==> src/rtl/regacc_pkg.sv <==
package regacc_pkg;
  localparam int unsigned PTR_W    = 2;
  localparam int unsigned NUM_REGS = 3;
  localparam int unsigned SAT_IDX  = NUM_REGS - 1;
  localparam int unsigned SLOTS    = 1 << PTR_W;

  typedef logic [PTR_W-1:0] ptr_t;

  typedef enum logic [PTR_W-1:0] {
    PTR_IE   = 2'd0,
    PTR_CTRL = 2'd1,
    PTR_STAT = 2'd2,
    PTR_BAD  = 2'd3
  } ptr_e;

  // saturating step; invalid slot stays put
  function automatic ptr_t ptr_step(ptr_t p);
    return (p < ptr_t'(SAT_IDX)) ? p + ptr_t'(1) : p;
  endfunction

  function automatic logic ptr_writable(ptr_t p);
    return p < ptr_t'(SAT_IDX);
  endfunction
endpackage

==> src/rtl/regacc_ptr.sv <==
module regacc_ptr
  import regacc_pkg::*;
#(
  parameter int unsigned DATA_W = 8,
  parameter int unsigned AI_BIT = 2
) (
  input  logic              clk_i,
  input  logic              rst_ni,
  input  logic              start_i,
  input  logic              wr_vld_i,
  input  logic [DATA_W-1:0] wr_data_i,
  input  logic              rd_req_i,
  output ptr_t              ptr_o,
  output logic              cmd_phase_o
);
  ptr_t ptr_q;
  logic ai_q;
  logic cmd_q;
  logic cmd_take;
  logic data_byte;

  assign cmd_take  = wr_vld_i && cmd_q && !start_i;
  assign data_byte = !start_i && ((wr_vld_i && !cmd_q) || rd_req_i);

  always_ff @(posedge clk_i or negedge rst_ni) begin
    if (!rst_ni) begin
      ptr_q <= ptr_t'(PTR_IE);
      ai_q  <= 1'b0;
      cmd_q <= 1'b1;
    end else if (start_i) begin
      cmd_q <= 1'b1;
    end else if (cmd_take) begin
      ptr_q <= wr_data_i[PTR_W-1:0];
      ai_q  <= wr_data_i[AI_BIT];
      cmd_q <= 1'b0;
    end else if (data_byte && ai_q) begin
      ptr_q <= ptr_step(ptr_q);
    end
  end

  assign ptr_o       = ptr_q;
  assign cmd_phase_o = cmd_q;

  assert_ptr_saturate_R6: assert property (@(posedge clk_i) disable iff (!rst_ni)
    (data_byte && ptr_q == ptr_t'(PTR_STAT)) |=> ptr_q == ptr_t'(PTR_STAT));
  assert_ptr_hold_R7: assert property (@(posedge clk_i) disable iff (!rst_ni)
    (data_byte && !ai_q) |=> $stable(ptr_q));
  assert_bad_stays_R8: assert property (@(posedge clk_i) disable iff (!rst_ni)
    (data_byte && ptr_q == ptr_t'(PTR_BAD)) |=> ptr_q == ptr_t'(PTR_BAD));
  assert_restart_cmd_R9: assert property (@(posedge clk_i) disable iff (!rst_ni)
    start_i |=> cmd_q);
endmodule

==> src/rtl/regacc_wr.sv <==
module regacc_wr
  import regacc_pkg::*;
#(
  parameter int unsigned DATA_W = 8
) (
  input  logic              clk_i,
  input  logic              rst_ni,
  input  logic              start_i,
  input  logic              wr_vld_i,
  input  logic [DATA_W-1:0] wr_data_i,
  input  logic              cmd_phase_i,
  input  ptr_t              ptr_i,
  output logic              ack_vld_o,
  output logic              ack_o,
  output logic              ie_we_o,
  output logic              ctrl_we_o,
  output logic [DATA_W-1:0] wdata_o
);
  logic byte_in;
  logic is_data;
  logic ok;

  assign byte_in = wr_vld_i && !start_i;
  assign is_data = byte_in && !cmd_phase_i;
  assign ok      = cmd_phase_i || ptr_writable(ptr_i);

  always_ff @(posedge clk_i or negedge rst_ni) begin
    if (!rst_ni) begin
      ack_vld_o <= 1'b0;
      ack_o     <= 1'b0;
      ie_we_o   <= 1'b0;
      ctrl_we_o <= 1'b0;
      wdata_o   <= '0;
    end else begin
      ack_vld_o <= byte_in;
      ack_o     <= byte_in && ok;
      ie_we_o   <= is_data && ptr_i == ptr_t'(PTR_IE);
      ctrl_we_o <= is_data && ptr_i == ptr_t'(PTR_CTRL);
      if (byte_in) wdata_o <= wr_data_i;
    end
  end

  assert_cmd_acked_R2: assert property (@(posedge clk_i) disable iff (!rst_ni)
    (byte_in && cmd_phase_i) |=> (ack_vld_o && ack_o && !ie_we_o && !ctrl_we_o));
  assert_we_onehot_R4: assert property (@(posedge clk_i) disable iff (!rst_ni)
    $onehot0({ie_we_o, ctrl_we_o}));
  assert_we_needs_ack_R4: assert property (@(posedge clk_i) disable iff (!rst_ni)
    (ie_we_o || ctrl_we_o) |-> (ack_vld_o && ack_o));
  assert_stat_refused_R5: assert property (@(posedge clk_i) disable iff (!rst_ni)
    (is_data && ptr_i == ptr_t'(PTR_STAT)) |=> (ack_vld_o && !ack_o && !ie_we_o && !ctrl_we_o));
  assert_bad_refused_R8: assert property (@(posedge clk_i) disable iff (!rst_ni)
    (is_data && ptr_i == ptr_t'(PTR_BAD)) |=> (ack_vld_o && !ack_o));
endmodule

==> src/rtl/regacc_rd.sv <==
module regacc_rd
  import regacc_pkg::*;
#(
  parameter int unsigned DATA_W = 8
) (
  input  logic              clk_i,
  input  logic              rst_ni,
  input  logic              start_i,
  input  logic              rd_req_i,
  input  ptr_t              ptr_i,
  input  logic [DATA_W-1:0] ie_q_i,
  input  logic [DATA_W-1:0] ctrl_q_i,
  input  logic [DATA_W-1:0] stat_q_i,
  output logic              rd_vld_o,
  output logic [DATA_W-1:0] rd_data_o
);
  logic [NUM_REGS-1:0][DATA_W-1:0] src;
  logic [SLOTS-1:0][DATA_W-1:0]    tbl;
  logic                            take;

  assign src  = {stat_q_i, ctrl_q_i, ie_q_i};
  assign take = rd_req_i && !start_i;

  for (genvar g = 0; g < SLOTS; g++) begin : g_slot
    if (g < NUM_REGS) begin : g_reg
      assign tbl[g] = src[g];
    end else begin : g_void
      assign tbl[g] = '0;
    end
  end

  always_ff @(posedge clk_i or negedge rst_ni) begin
    if (!rst_ni) begin
      rd_vld_o  <= 1'b0;
      rd_data_o <= '0;
    end else begin
      rd_vld_o <= take;
      if (take) rd_data_o <= tbl[ptr_i];
    end
  end

  assert_rd_ie_R10: assert property (@(posedge clk_i) disable iff (!rst_ni)
    (take && ptr_i == ptr_t'(PTR_IE)) |=> (rd_vld_o && rd_data_o == $past(ie_q_i)));
  assert_rd_stat_R3: assert property (@(posedge clk_i) disable iff (!rst_ni)
    (take && ptr_i == ptr_t'(PTR_STAT)) |=> (rd_data_o == $past(stat_q_i)));
  assert_rd_bad_zero_R8: assert property (@(posedge clk_i) disable iff (!rst_ni)
    (take && ptr_i == ptr_t'(PTR_BAD)) |=> (rd_data_o == '0));
endmodule

==> src/rtl/regacc_core.sv <==
module regacc_core
  import regacc_pkg::*;
#(
  parameter int unsigned DATA_W = 8,
  parameter int unsigned AI_BIT = 2
) (
  input  logic              clk_i,
  input  logic              rst_ni,
  input  logic              start_i,
  input  logic              wr_vld_i,
  input  logic [DATA_W-1:0] wr_data_i,
  input  logic              rd_req_i,
  input  logic [DATA_W-1:0] ie_q_i,
  input  logic [DATA_W-1:0] ctrl_q_i,
  input  logic [DATA_W-1:0] stat_q_i,
  output logic              ack_vld_o,
  output logic              ack_o,
  output logic              ie_we_o,
  output logic              ctrl_we_o,
  output logic [DATA_W-1:0] wdata_o,
  output logic              rd_vld_o,
  output logic [DATA_W-1:0] rd_data_o
);
  ptr_t ptr;
  logic cmd_phase;

  regacc_ptr #(.DATA_W(DATA_W), .AI_BIT(AI_BIT)) u_ptr (
    .clk_i, .rst_ni, .start_i, .wr_vld_i, .wr_data_i, .rd_req_i,
    .ptr_o(ptr), .cmd_phase_o(cmd_phase)
  );

  regacc_wr #(.DATA_W(DATA_W)) u_wr (
    .clk_i, .rst_ni, .start_i, .wr_vld_i, .wr_data_i,
    .cmd_phase_i(cmd_phase), .ptr_i(ptr),
    .ack_vld_o, .ack_o, .ie_we_o, .ctrl_we_o, .wdata_o
  );

  regacc_rd #(.DATA_W(DATA_W)) u_rd (
    .clk_i, .rst_ni, .start_i, .rd_req_i, .ptr_i(ptr),
    .ie_q_i, .ctrl_q_i, .stat_q_i, .rd_vld_o, .rd_data_o
  );

  assert_idle_quiet_R1: assert property (@(posedge clk_i) disable iff (!rst_ni)
    (!wr_vld_i && !rd_req_i) |=> (!ack_vld_o && !ie_we_o && !ctrl_we_o && !rd_vld_o));
endmodule

==> config.mk <==
export PLATFORM = sky130hd
export DESIGN_NAME = regacc_core
export DESIGN_NICKNAME = d
export VERILOG_FILES = /design/src/rtl/regacc_pkg.sv /design/src/rtl/regacc_ptr.sv /design/src/rtl/regacc_wr.sv /design/src/rtl/regacc_rd.sv /design/src/rtl/regacc_core.sv
export SDC_FILE = /design/constraint.sdc
export NUM_CORES = 1
export LEC_CHECK = 0
export ABC_AREA = 0
export BUFFER_PORTS_ARGS = -buffer_cell sky130_fd_sc_hd__buf_2
export CORE_MARGIN = 1
export CORE_UTILIZATION = 40
export CTS_CLUSTER_SIZE = 8
export DETAILED_ROUTE_END_ITERATION = 16
export PLACE_DENSITY_LB_ADDON = 0.05
export SETUP_SLACK_MARGIN = 0.3
export SLEW_MARGIN = 5
export SYNTH_ARGS = -nofsm -noshare
export SYNTH_HDL_FRONTEND = slang
export SYNTH_HIERARCHICAL = 1
export SYNTH_SLANG_ARGS = --single-unit
==> constraint.sdc <==
create_clock -name clk_i -period 1.5 [get_ports clk_i]
set_input_delay 0.3 -clock clk_i [delete_from_list [all_inputs] [get_ports clk_i]]
set_output_delay 0.3 -clock clk_i [all_outputs]
set_load 0.02 [all_outputs]
==> metrics.cfg, run 1 <==
[status]
status = complete, no violations

[routing]
viasPerCell = 4.88
drtAntennaViolNets = 0
num_vias = 972
dr.pass1.iters = 4
routed_wl_um = 2490
dr.first_iter.drc_count = 9
drc = 0
routedWlPerCell_um = 12.5

[power_and_ir_drop]
ir_drop_v = 0.000617
p_leak_nw = 0.859
pwr-share-seq = 0.449
power_switching_uw = 634
powerDensity_nw_per_um2 = 1160
sw_frac_of_total = 0.327
intPower_mw = 1.30
power.share.clock = 0.152
share_comb_of_total_power = 0.399

[place]
post-place-ws_ps = 185
port-buffer-count = 57
gp_congestion = 0.756
dp_hpwl_um = 1770

[yosys]
synth_xor_area_frac = 0.00752
synthSimpleGateAreaFrac = 0.154
synth_cells = 99
synthesis.area_um2 = 1160
yosys_warnings = 6
synthAdderAreaFrac = 0
synth.distinct_cells = 25
ys_seq_elements = 25
synth_top_family_by_area = multiplexers
seq_area_frac_synth = 0.538
syn_nets = 136
avgSynthCellArea_um2 = 11.8
synthMuxAreaShare = 0.182
synth_compound_area_frac = 0.0773

[global_route]
antenna_found_initial = 0
overflow = 0
first_global_vias = 957
track_usage = 0.160
grt_pass1_wl_um = 3970
grt_max_degree = 26

[floorplanning]
io_pins = 58
initial_utilization = 0.422
dieWidth_um = 56.0
dieArea_um2 = 3130
die_y_um = 56.0
rows = 19
coreArea_um2 = 2760

[sta]
layout_setup_ws_ps = 330
fmax_ghz = 0.854
fin_crit_sh = 0.780
relSlewSlack = 0.634
final-setup-viol-count = 0
tightest_slew_ps = 549
rsz0062_at_grt = true
clock_skew_ps = 3.34
slew_viol_final = 0
finalHoldViolations = 0
min_period_ps = 1170
setup_tns_ps = 0

[clocking]
root_buffer = clkbuf_4
cts.sinks = 25
cts_max_path_buffers = 2
clk_latency_ps = 310
clk_pin_slew_ps = 140
tritoncts = yes
htreeDepth = 1
cts-buffers-inserted = 3

[setup_path]
worstSetupPathType = register to register
required_ps = 1740
critical_path.top_delay_family = flip-flops
arrival_ps = 1410
setup.worst_path.start_class = register
slowest_delay_ps = 470
worst-path-max-fanout = 5
cp-end-kind = register
worst-path-buf-inv = 1
worstPathCellList = buf_6 -> mux2i_1 -> or2_0 -> a31oi_1
cp_slowest_cell = dfrtp_2

[hold_path]
hold_class = input pin to register

[layout]
area_growth_syn_to_layout_pct = 43.5
antennaDiodeCount = 0
drive_gt1_frac = 0.518
nNetsFinal = 206

[job]
cap_viol_max_count = 0

[path summary, 6_finish.rpt]
kind / startpoint / end / slack (ps) / cells after the start
setup reg to reg: u_ptr/ptr_o[0]$_DFFE_PN0P_ / u_rd/rd_data_o[7]$_DFFE_PN0P_ / 330 / 4
max in group asynchronous: rst_ni / u_ptr/ptr_o[0]$_DFFE_PN0P_ / 620 / 2
hold / removal: wr_data_i[5] / u_wr/wdata_o[5]$_DFFE_PN0P_ / 210 / 2
hold reg to reg: u_ptr/cmd_phase_o$_DFFE_PN1P_ / u_ptr/cmd_phase_o$_DFFE_PN1P_ / 550 / 1
setup / recovery: u_ptr/ptr_o[0]$_DFFE_PN0P_ / u_rd/rd_data_o[7]$_DFFE_PN0P_ / 330 / 4
min in group asynchronous: rst_ni / u_wr/wdata_o[4]$_DFFE_PN0P_ / 490 / 2
[placed cells by master (no fill, tap or decap), types with 2 or more instances in the layout]
cell type / Yosys / final
inv_1: 3 / 3
nand2_1: 8 / 8
a21oi_1: 2 / 2
nor2_1: 11 / 11
or2_0: 8 / 8
buf_4: 1 / 9
clkbuf_4: 0 / 3
buf_6: 1 / 14
dfrtp_1: 24 / 23
mux2i_1: 8 / 8
buf_2: 2 / 45
a31oi_1: 9 / 9
mux2_4: 8 / 8
[worst reg2reg max path, cell delays in order (launching register included)]
cell	delay, ps
dfrtp_2	470
buf_6	150
mux2i_1	120
or2_0	200
a31oi_1	170
[Yosys cell counts]
| master | count | area (µm²) |
|---|---|---|
| a21oi_1 | 2 | 10.0 |
| o2111ai_1 | 1 | 8.76 |
| nor2b_2 | 1 | 8.76 |
| inv_6 | 1 | 8.76 |
| nand3b_1 | 1 | 7.51 |
| nand2_1 | 8 | 30.0 |
| nor2b_1 | 2 | 12.5 |
| inv_1 | 3 | 11.3 |
| or2_0 | 8 | 50.1 |
| a31oi_1 | 9 | 56.3 |
| nor2_1 | 11 | 41.3 |
| nor4b_1 | 1 | 8.76 |
| buf_6 | 1 | 11.3 |
| nand2b_4 | 1 | 13.8 |
| mux2_4 | 8 | 120 |
| mux2i_1 | 8 | 80.1 |
| xor2_1 | 1 | 8.76 |
| a21o_1 | 1 | 7.51 |
| mux2_2 | 1 | 11.3 |
| dfrtp_1 | 24 | 601 |
| o211ai_1 | 1 | 7.51 |
| dfstp_2 | 1 | 26.3 |
| buf_2 | 2 | 10.0 |
| buf_4 | 1 | 7.51 |
| nor4_1 | 1 | 6.26 |
[per-layer routing]
layer  vias to the layer above  share of wire  track usage  wire length, µm
li1                        477              -            -                -
met1                       462           0.43        0.212             1080
met2                        31           0.51        0.269             1260
met3                         2          0.052       0.0256              130
met4                         0         0.0064       0.0523               16
met5                         -              0            0                0
[sequential cells by signal, indices dropped and copies added (netlist names)]
register           cells
u_ptr/ai_q             1
u_ptr/cmd_phase_o      1
u_ptr/ptr_o            2
u_rd/rd_data_o         8
u_rd/rd_vld_o          1
u_wr/ack_o             1
u_wr/ack_vld_o         1
u_wr/ctrl_we_o         1
u_wr/ie_we_o           1
u_wr/wdata_o           8
[per-stage QoR]
stage               cells  instance area, µm²  power [mW]   util  hold slack, ps
floorplan              99                1160        1.28      -            4.41
global placement      187                1490        1.48  0.540             311
detailed placement    187                1490        1.50  0.540             320
CTS                   194                1550        1.82  0.560             197
global route          199                1670        2.05  0.606             178
finish                199                1670        1.94  0.606             210
[power groups by stage]
| stage | registers (mW) | clock network [mW] | logic (mW) |
|---|---|---|---|
| final | 0.870 | 0.295 | 0.773 |
| after floorplan | 0.976 | 0 | 0.300 |
| after global routing | 0.882 | 0.342 | 0.829 |
| after global placement | 0.855 | 0 | 0.628 |
| after detailed placement | 0.863 | 0 | 0.633 |
| after CTS | 0.849 | 0.314 | 0.652 |
[logic make-up (layout without fill, tap and decap cells)]
group	after synthesis	after routing
flops	25	25
mux	17	17
simple gates	34	34
xor+xnor	1	1
buf+inv	8	77
compound gates	14	14
[layout make-up]
type,instances,area (µm²)
flip-flops and latches,25,628
fillers,246,1090
clock buffers,3,22.5
inverters,4,20.0
clock inverters,1,5.00
repair buffers,69,460
multi-input cells,66,497
well taps,31,38.8
[what timing repair did]
action                                  in CTS  in global routing
endpoints found under the setup margin      10                 23
hold buffers                                 1                  0
endpoints found under the hold margin       24                  0
buffers inserted                             2                  5
resized for setup                            1                 28
pin swaps                                    1                  8
Note: power is estimated with default switching activity, not from simulation.
==> run 2: changes to the inputs <==
--- a/config.mk
+++ b/config.mk
@@ -5,7 +5,7 @@
 export SDC_FILE = /design/constraint.sdc
 export NUM_CORES = 1
 export LEC_CHECK = 0
-export ABC_AREA = 0
+export ABC_AREA = 1
 export BUFFER_PORTS_ARGS = -buffer_cell sky130_fd_sc_hd__buf_2
 export CORE_MARGIN = 1
 export CORE_UTILIZATION = 40
==> constraint.sdc (replaced) <==
create_clock -name clk_i -period 1.1 [get_ports clk_i]
set_input_delay 0.22 -clock clk_i [delete_from_list [all_inputs] [get_ports clk_i]]
set_output_delay 0.22 -clock clk_i [all_outputs]
set_load 0.02 [all_outputs]
==> metrics.cfg, run 2 <==
[floorplanning]
initial_utilization = 0.429  ; was 0.422
dieWidth_um = 62.5  ; was 56.0 µm
rows = 21  ; was 19
die_y_um = 62.5  ; was 56.0 µm
coreArea_um2 = 3420  ; was 2760 µm²
io_pins = 58  ; unchanged
dieArea_um2 = 3910  ; was 3130 µm²

[place]
dpl.cell_count = 282  ; was 187
port-buffer-count = 57  ; unchanged
dpl_cell_area_um2 = 1780  ; was 1490 µm²
gp_congestion = 0.829  ; was 0.756
dp_hpwl_um = 2280  ; was 1770 µm

[routing]
viasPerCell = 4.49  ; was 4.88
dr.pass1.iters = 4  ; unchanged
drtAntennaViolNets = 0  ; unchanged
dr.first_iter.drc_count = 49  ; was 9
num_vias = 1378  ; was 972
drc = 0  ; unchanged
routedWlPerCell_um = 10.9  ; was 12.5 µm
wl_met3_um = 172  ; was 130 µm
routed_wl_um = 3360  ; was 2490 µm
wl_met2_um = 1820  ; was 1260 µm
wl_met1_um = 1330  ; was 1080 µm
top_layer = met4  ; unchanged

[yosys]
synth_common_cells = 49 x nand2_1, 33 x inv_1, 24 x dfrtp_1  ; was 24 x dfrtp_1, 11 x nor2_1, 9 x a31oi_1
avgSynthCellArea_um2 = 8.15  ; was 11.8 µm²
synthesis.area_um2 = 1470  ; was 1160 µm²
synth.distinct_cells = 23  ; was 25
synth_top_cell_area_share = 0.410  ; was 0.516
synth.most_common_cell = nand2_1  ; was dfrtp_1
synth_enable_flop_cells = 0  ; unchanged
ys.flop_type = dfrtp_1  ; unchanged
synth_cells = 180  ; was 99
ys_seq_elements = 25  ; unchanged
yosys.area.top_type = dfrtp_1  ; unchanged
yosys_warnings = 6  ; unchanged
syn_nets = 217  ; was 136
seq_area_frac_synth = 0.427  ; was 0.538
ys_async_sr_fraction = 1.00  ; unchanged
synthTopCellsByArea = dfrtp_1 41%, nand2_1 13%, inv_1 8.4%  ; was dfrtp_1 52%, mux2_4 10%, mux2i_1 6.9%

[setup_path]
arrival_ps = 1340  ; was 1410 ps
cp-end-kind = register  ; unchanged
crit_top_cell = nand2_1
cp_slowest_cell = dfstp_2  ; was dfrtp_2
required_ps = 1310  ; was 1740 ps
worstPathCellList = inv_2 -> nand2_1 -> nand2_1 -> nand2_2 -> nand2_2 -> nand2_1 -> nand2_1  ; was buf_6 -> mux2i_1 -> or2_0 -> a31oi_1
worst-path-buf-inv = 1  ; unchanged
worst-path-max-fanout = 3  ; was 5
worstSetupPathType = register to register  ; unchanged
slowest_delay_ps = 600  ; was 470 ps
critical_path.top_delay_family = flip-flops  ; unchanged
setup.worst_path.start_class = register  ; unchanged

[clocking]
tritoncts = yes  ; unchanged
cts-buffers-inserted = 3  ; unchanged
cts_max_path_buffers = 2  ; unchanged
clk_latency_ps = 310  ; about the same
root_buffer = clkbuf_4  ; unchanged
clk_pin_slew_ps = 130  ; was 140 ps
cts.sinks = 25  ; unchanged
htreeDepth = 1  ; unchanged

[layout]
fin_area_um2 = 2290  ; was 1670 µm²
area_growth_syn_to_layout_pct = 56.1  ; was 43.5%
seq_area_um2 = 628  ; unchanged
multi_input_area_um2 = 721  ; was 497 µm²
final_common_cell = nand2_1  ; was buf_2
nNetsFinal = 299  ; was 206
final_cells = 307  ; was 199
final_cell_mix = 39 x nand2_1, 36 x buf_2, 31 x inv_1  ; was 45 x buf_2, 23 x dfrtp_1, 14 x buf_6
fillers = 293  ; was 246
antennaDiodeCount = 0  ; unchanged
drive_gt1_frac = 0.536  ; was 0.518

[power_and_ir_drop]
total_power_mw = 4.40  ; was 1.94 mW
powerDensity_nw_per_um2 = 1920  ; was 1160 nW/µm²
p_leak_nw = 1.30  ; was 0.859 nW
ir_drop_v = 0.000951  ; was 0.000617 V

[status]
status = complete, but fails checks  ; was complete, no violations
violations = negative hold slack, negative setup slack

[sta]
relSlewSlack = 0.636  ; was 0.634
tightest_slew_ps = 547  ; was 549 ps
rsz0062_at_grt = true  ; unchanged
fin_crit_sh = 1.02  ; was 0.780
clock_skew_ps = 5.33  ; was 3.34 ps
finalHoldViolations = 24  ; was 0
fmax_ghz = 0.890  ; was 0.854 GHz
whs_ps = -122  ; was 210 ps
slew_viol_final = 0  ; unchanged
min_period_ps = 1120  ; was 1170 ps
layout_setup_ws_ps = -24.0  ; was 330 ps
final-setup-viol-count = 6  ; was 0

[global_route]
first_global_vias = 1324  ; was 957
track_usage = 0.184  ; was 0.160
grt_pass1_wl_um = 5800  ; was 3970 µm
overflow = 0  ; unchanged
antenna_found_initial = 0  ; unchanged
grt_max_degree = 26  ; unchanged

[hold_path]
hold_class = input pin to asynchronous set/reset pin  ; was input pin to register

[job]
cap_viol_max_count = 0  ; unchanged

==> run 2: cell types whose count changed after synthesis, moves of 9 or more <==
cell     previous run  this run
a21oi_2             0         9
a31oi_1             9         0
inv_1               3        33
nand2_1             8        49
nand3_1             0        15
nand3_2             0        11
==> run 2: worst paths after layout <==
check                      cells after the start                          end  slack [ps]                          start
min                                            1  u_wr/wdata_o[0]$_DFFE_PN0P_        -120                         rst_ni
min in group clk_i                             3  u_wr/wdata_o[7]$_DFFE_PN0P_         140                   wr_data_i[7]
max in group asynchronous                      1   u_ptr/ptr_o[0]$_DFFE_PN0P_         830                         rst_ni
max                                            7   u_ptr/ptr_o[1]$_DFFE_PN0P_         -20  u_ptr/cmd_phase_o$_DFFE_PN1P_
min reg2reg                                    2  u_wr/wdata_o[7]$_DFFE_PN0P_         520    u_wr/wdata_o[7]$_DFFE_PN0P_
max reg2reg                                    7   u_ptr/ptr_o[1]$_DFFE_PN0P_         -20  u_ptr/cmd_phase_o$_DFFE_PN1P_
==> run 2: per-layer routing <==
metal	up-vias	track usage
li1	701	-
met1	624	0.213
met2	51	0.345
met3	2	0.0182
met4	0	0.0698
met5	-	0
==> run 2: logic make-up after synthesis <==
logic type | Yosys count | synth area share
AO/OA/AOI/OAI | 12 | 0.0640
buffers and inverters | 43 | 0.147
flip-flops | 25 | 0.427
AND/OR/NAND/NOR | 100 | 0.362
==> run 2: power breakdown <==
part           total, mW  switching (mW)  internal (mW)
logic               2.69            1.36           1.33
registers           1.32           0.186           1.14
clock network      0.391           0.250          0.141
total               4.40            1.80           2.61
==> run 2: what timing repair did <==
action | 4_1_cts | 5_1_grt
pin swaps | 17 | 13
gates cloned | 1 | 0
gates resized for setup | 64 | 19
hold endpoints to repair | 24 | 24
buffers inserted | 9 | 11
setup endpoints to repair | 36 | 36
==> run 2: layout make-up <==
cell class / count / share of cell area
repair inverters: 1 / 0.00711
well taps: 46 / 0.0252
clock buffers: 4 / 0.0115
flip-flops and latches: 25 / 0.274
inverters: 38 / 0.0722
repair buffers: 81 / 0.295
multi-input cells: 112 / 0.315
==> run 2: through the flow <==
stage	TNS (ps)	setup WS, ps	util
finish	-74.1	-24.0	0.670
global route	-990	-105	0.670
CTS	-20.9	-13.3	0.617
detailed placement	-2.92	-2.92	0.522
global placement	0	34.8	0.522
floorplan	0	57.1	-
